**src/rtl/wba_pkg.sv**
```systemverilog
package wba_pkg;

  // Per-cycle decision of the lock controller.
  typedef struct packed {
    logic lock_now;   // a search found a match in this window
    logic srch;       // a search is active in this window
    logic use_lock;   // the output word is cut at a locked offset
  } ctl_t;

endpackage

```
**src/rtl/wba_window.sv**
```systemverilog
module wba_window #(
  parameter int W = 8,
  parameter logic [W-1:0] PAT = 8'h3C
) (
  input  logic           clk,
  input  logic           rst,
  input  logic [W-1:0]   cur,
  output logic [W*W-1:0] cand_flat,
  output logic [W-1:0]   match
);

  localparam int DW = 2 * W;

  logic [W-1:0]  prev_q;
  logic [DW-1:0] dbl;

  always_ff @(posedge clk) begin
    if (rst) prev_q <= '0;
    else     prev_q <= cur;
  end

  assign dbl = {prev_q, cur};

  for (genvar k = 0; k < W; k++) begin : g_off
    assign cand_flat[k*W +: W] = dbl[k +: W];
    assign match[k]            = (dbl[k +: W] == PAT);
  end

endmodule

```
**src/rtl/wba_prio.sv**
```systemverilog
module wba_prio #(
  parameter int W  = 8,
  parameter int OW = $clog2(W)
) (
  input  logic [W-1:0]  match,
  output logic          any,
  output logic [OW-1:0] first
);

  always_comb begin
    first = '0;
    for (int k = W - 1; k >= 0; k--) begin
      if (match[k]) first = OW'(k);
    end
  end

  assign any = |match;

endmodule

```
**src/rtl/wba_ctrl.sv**
```systemverilog
module wba_ctrl
  import wba_pkg::*;
#(
  parameter int W  = 8,
  parameter int OW = $clog2(W)
) (
  input  logic          clk,
  input  logic          rst,
  input  logic          align_en,
  input  logic [W-1:0]  match,
  input  logic          any,
  input  logic [OW-1:0] first,
  output ctl_t          ctl,
  output logic [OW-1:0] use_off,
  output logic          sync_d,
  output logic          locked_q,
  output logic [OW-1:0] off_q
);

  logic en_q;
  logic armed_q;
  logic rise;
  logic other_hit;

  assign rise         = align_en & ~en_q;
  assign ctl.srch     = armed_q | rise;
  assign ctl.lock_now = ctl.srch & any;
  assign ctl.use_lock = ctl.lock_now | locked_q;
  assign use_off      = ctl.lock_now ? first : off_q;

  always_comb begin
    other_hit = 1'b0;
    for (int k = 0; k < W; k++) begin
      if (match[k] && (OW'(k) != off_q)) other_hit = 1'b1;
    end
  end

  assign sync_d = ctl.lock_now | (locked_q & ~ctl.srch & other_hit);

  always_ff @(posedge clk) begin
    if (rst) begin
      en_q     <= 1'b0;
      armed_q  <= 1'b0;
      locked_q <= 1'b0;
      off_q    <= '0;
    end else begin
      en_q <= align_en;
      if (ctl.lock_now) begin
        armed_q  <= 1'b0;
        locked_q <= 1'b1;
        off_q    <= first;
      end else begin
        armed_q  <= ctl.srch;
      end
    end
  end

endmodule

```
**src/rtl/wba_top.sv**
```systemverilog
module wba_top
  import wba_pkg::*;
#(
  parameter int W = 8,
  parameter logic [W-1:0] PAT = 8'h3C,
  localparam int OW = $clog2(W)
) (
  input  logic          clk,
  input  logic          rst,
  input  logic [W-1:0]  in_word,
  input  logic          align_en,
  output logic [W-1:0]  data_o,
  output logic          det_o,
  output logic          sync_o,
  output logic          locked_o,
  output logic [OW-1:0] off_o
);

  logic [W*W-1:0] cand_flat;
  logic [W-1:0]   match;
  logic           any;
  logic [OW-1:0]  first;
  ctl_t           ctl;
  logic [OW-1:0]  use_off;
  logic           sync_d;

  wba_window #(.W(W), .PAT(PAT)) u_win (
    .clk(clk), .rst(rst), .cur(in_word),
    .cand_flat(cand_flat), .match(match)
  );

  wba_prio #(.W(W), .OW(OW)) u_prio (
    .match(match), .any(any), .first(first)
  );

  wba_ctrl #(.W(W), .OW(OW)) u_ctrl (
    .clk(clk), .rst(rst), .align_en(align_en),
    .match(match), .any(any), .first(first),
    .ctl(ctl), .use_off(use_off), .sync_d(sync_d),
    .locked_q(locked_o), .off_q(off_o)
  );

  always_ff @(posedge clk) begin
    if (rst) begin
      data_o <= '0;
      det_o  <= 1'b0;
      sync_o <= 1'b0;
    end else begin
      data_o <= cand_flat[use_off*W +: W];
      det_o  <= ctl.use_lock & match[use_off];
      sync_o <= sync_d;
    end
  end

endmodule

```
**config.mk**
```make
export PLATFORM = sky130hd
export DESIGN_NAME = wba_top
export DESIGN_NICKNAME = d
export VERILOG_FILES = /design/src/rtl/wba_pkg.sv /design/src/rtl/wba_window.sv /design/src/rtl/wba_prio.sv /design/src/rtl/wba_ctrl.sv /design/src/rtl/wba_top.sv
export SDC_FILE = /design/constraint.sdc
export NUM_CORES = 1
export LEC_CHECK = 0
export BUFFER_PORTS_ARGS = -buffer_cell sky130_fd_sc_hd__buf_2
export CORE_ASPECT_RATIO = 1.1
export CORE_MARGIN = 2
export CORE_UTILIZATION = 45
export CTS_BUF_LIST = sky130_fd_sc_hd__clkbuf_4
export CTS_CLUSTER_SIZE = 10
export DETAILED_ROUTE_END_ITERATION = 6
export GPL_TIMING_DRIVEN = 0
export PLACE_DENSITY = 0.66
export SYNTH_ARGS = -nofsm -noshare
export SYNTH_HDL_FRONTEND = slang
export SYNTH_SLANG_ARGS = --single-unit
```
**constraint.sdc**
```tcl
create_clock -name clk -period 2.9 [get_ports clk]
set_input_delay 0.145 -clock clk [delete_from_list [all_inputs] [get_ports clk]]
set_output_delay 0.145 -clock clk [all_outputs]
set_load 0.005 [all_outputs]
```
==> results.txt <==
The flow ran to the end, but the final reports show violations. The checks that failed: DRC. The logs give 0 for the number of routed nets with antenna violations and 21 for the site row count. Static power due to leakage: 0.745 nW. Effective utilization at floorplan: 0.482. The wire length reported by the detailed router was 4.20 mm; the clock skew after layout was 0.00529 ns. The run gives 25 as the total I/O pin count. The power density relative to cell area is 369 nW/um^2, and the number of diodes added for antenna fixing is 0. The final max-slew violation count was 0; the synthesized netlist net count was 201. The logs give 0 for the remaining global-route overflow and 0.598 for the tightest slew margin relative to the limit.

The longest clock path from root to sink contains 2 buffers. The worst hold path belongs to the class in2reg. The switching part of the total came out at 0.295. The logs give 0 for the count of endpoints failing hold in the final timing report and 229 for the final net count.

The die is 64.5 um tall. The part of the total power dissipated in the clock network was 0.246; the wire length of the first global-routing pass was 7.38 mm. The core region is 3100 um^2. At the worst endpoint, the required time is 3.12 ns. The worst-case IR drop observed on VDD is 0.208 mV.

The run gives 0 as the number of warnings printed during yosys synthesis. Clock tree synthesis inserted a total of 3 buffers. The proportion of synthesized flip-flops having asynchronous set or reset works out to 0.

The design draws 0.621 mW. The initial antenna violation count is 0. The level count of the clock H-tree was 1; the number of setup buffers added after CTS was 0. The HPWL after detailed placement is 3.15 mm, and the number of instances resized during post-cts repair is 0. Number of cells on the worst hold path: 2. The slack of the critical path is 0.159 ns, and the routed length per placed instance is 16.7 um. In the routed layout, each cell is associated on average with a via count of 6.30. The clock slew seen by the registers of the worst setup and hold paths is 0.13 ns. The share of layout cells above drive strength 1 was 0.180; the total number of vias was 1581. For the distinct cell type count of the synthesized netlist, the log shows 43.

Summed over all nets, the switching power comes to 0.183 mW. The sequential cell area fraction in the yosys report was 0.308. The via count of the first global-routing pass was 1522. Synthesis produced 190 cells. The share of the synthesized area in the top cell type was 0.308; the final worst-path cycle share was 0.945.

The overall routing resource usage is 0.247, and the initial detailed-routing violation count is 108. The number of port buffers works out to 23. The power share of the sequential group was 0.553.

The synthesized area per cell was 7.87 um^2; the data arrival time of the worst path was 2.96 ns. The count of cells in the finished layout, fillers not included, comes to 251. After detailed placement, the total cell area comes to 1650 um^2. At the pin with the least slew margin, the transition time is 0.604 ns.

By startpoint and endpoint, the worst setup path is classified as reg2reg. Relative to the synthesized area, the layout overhead comes to 12.4%. The number of placed instances, taps included, is 247.

After synthesis, the cell types taking the most area are dfxtp_1 (31%), a21oi_1 (6.4%), nand2_1 (6.0%). Static timing analysis puts the maximum clock frequency at 365 MHz. Fill cells in the final layout number 314. The die span in x works out to 59.0 um. After routing, the total negative slack on setup checks comes to 0 ns.

The congestion estimate from routability-driven global placement came to 0.877. The tools report the setup violation total in the final timing report as 0. Count of hold-fix buffers inserted at cts: 0. TritonCTS built the clock tree.

The tool flagged a number of max-cap violations equal to 0. The finished cells cover 1680 um^2. The insertion delay of the later-clocked pin in the worst-skew pair is 0.31 ns. The worst setup slack after placement came out at 0.235 ns.

Internal power: 0.438 mW. In this run the register-to-register setup slack is 0.16 ns. Hold timing on the final database bottoms out at a slack of 0.0632 ns. Synthesis inferred 23 register bits.

Yosys mapped a number of flops with a built-in enable equal to 0. The final critical-path required period was 2.74 ns. Largest area contributor in the synthesized netlist: dfxtp_1. The root buffer cell chosen for the clock tree is clkbuf_4. The maximum number of pins on one net before global-route repair was 14. Setup repair after global routing left no endpoint under its margin.

The floorplan step defined a die boundary enclosing 3800 um^2. Share of total power in combinational logic: 0.201. Counting every sink on the clock net gives 23. The tools report the area of the mapped netlist as 1500 um^2. In the synthesized netlist the dominant register cell turns out to be dfxtp_1. Maximum fanout count along the critical path: 10. The first detailed-routing pass took 7 iterations. The type of element launching the critical path was a flop. The logs give 0.542 for the final core utilization and 1 for the count of unresolved DRC violations after routing. The logic depth of the worst register-to-register path is 8. STA classifies the critical path endpoint as a flop.
[flip-flops by register name, indices dropped and copies added, names as in the netlist]
signal           flops
data_o               8
det_o                1
sync_o               1
u_ctrl.armed_q       1
u_ctrl.en_q          1
u_ctrl.locked_q      1
u_ctrl.off_q         3
u_win.prev_q         7
[final timing paths]
kind | from | end
max | u_win.prev_q[4] | data_o[7]
min | rst | u_ctrl.off_q[0]
max reg2reg | u_win.prev_q[4] | data_o[7]
min reg2reg | u_ctrl.locked_q | u_ctrl.locked_q
[logic make-up (layout without fill, tap and decap cells)]
group | Yosys count | in the layout | synth area share
and+or+nand+nor | 79 | 79 | 0.290
DFF | 23 | 23 | 0.308
buffers and inverters | 24 | 51 | 0.0803
muxes | 4 | 4 | 0.0268
AOI/OAI and AO/OA | 60 | 60 | 0.295
[cells in the final DEF (no fill, tap or decap), drive strengths merged, types with 2 or more instances in the layout]
cell	synthesis	layout
a211o	2	2
o21ai	8	8
a22o	3	3
a21oi	19	19
and2	2	2
inv	11	11
nor4bb	2	2
nand2	24	24
nand4	4	4
nor4	4	4
dfxtp	23	23
clkbuf	5	8
mux2i	4	4
nor3b	6	6
nor2	13	13
or3b	2	2
a32o	5	5
a32oi	7	7
nor2b	10	10
buf	8	31
o211ai	5	5
nand3	4	4
[layout make-up]
class	count	area [um^2]	area share
Multi-Input combinational cell	143	915	0.544
Clock inverter	1	5.00	0.00298
Sequential cell	23	460	0.274
Timing Repair Buffer	23	115	0.0685
Clock buffer	3	22.5	0.0134
Inverter	11	41.3	0.0246
Tap cell	34	42.5	0.0253
Buffer	13	78.8	0.0469
[power by group through the flow]
stage / registers [mW] / clock network [mW] / logic, mW
finish: 0.344 / 0.153 / 0.125
global route: 0.347 / 0.176 / 0.138
CTS: 0.344 / 0.157 / 0.123
detailed placement: 0.351 / 0 / 0.122
global placement: 0.350 / 0 / 0.120
floorplan: 0.350 / 0 / 0.0799
[synthesized netlist by cell type (2+ instances only)]
cell / instances
nand2_1: 24
dfxtp_1: 23
a21oi_1: 19
nor2_1: 13
inv_1: 11
nor2b_1: 10
o21ai_0: 8
a32oi_1: 7
nor3b_1: 6
a32o_1: 5
clkbuf_1: 5
o211ai_1: 5
mux2i_1: 4
nand3_1: 4
nand4_1: 4
nor4_1: 4
a22o_1: 3
buf_2: 3
buf_4: 3
a211o_1: 2
and2_1: 2
buf_6: 2
nor4bb_1: 2
or3b_1: 2
[metal layers]
| metal | part of all wire | GRT usage | wire length, um |
|---|---|---|---|
| met4 | 0.022 | 0.105 | 94 |
| met5 | 0 | 0 | 0 |
| met3 | 0.046 | 0.0359 | 192 |
| met2 | 0.48 | 0.396 | 2040 |
| met1 | 0.45 | 0.326 | 1880 |
[worst max-delay path: stages, from the launching register on]
cell and delay, ns:
dfxtp_1 0.46, or3b_1 0.40, a211o_1 0.40, and4_4 0.24, a221oi_4 0.36, buf_6 0.20
mux2i_1 0.25, nand2_1 0.08, a32o_1 0.25
Note: power is estimated with default switching activity, not from simulation.
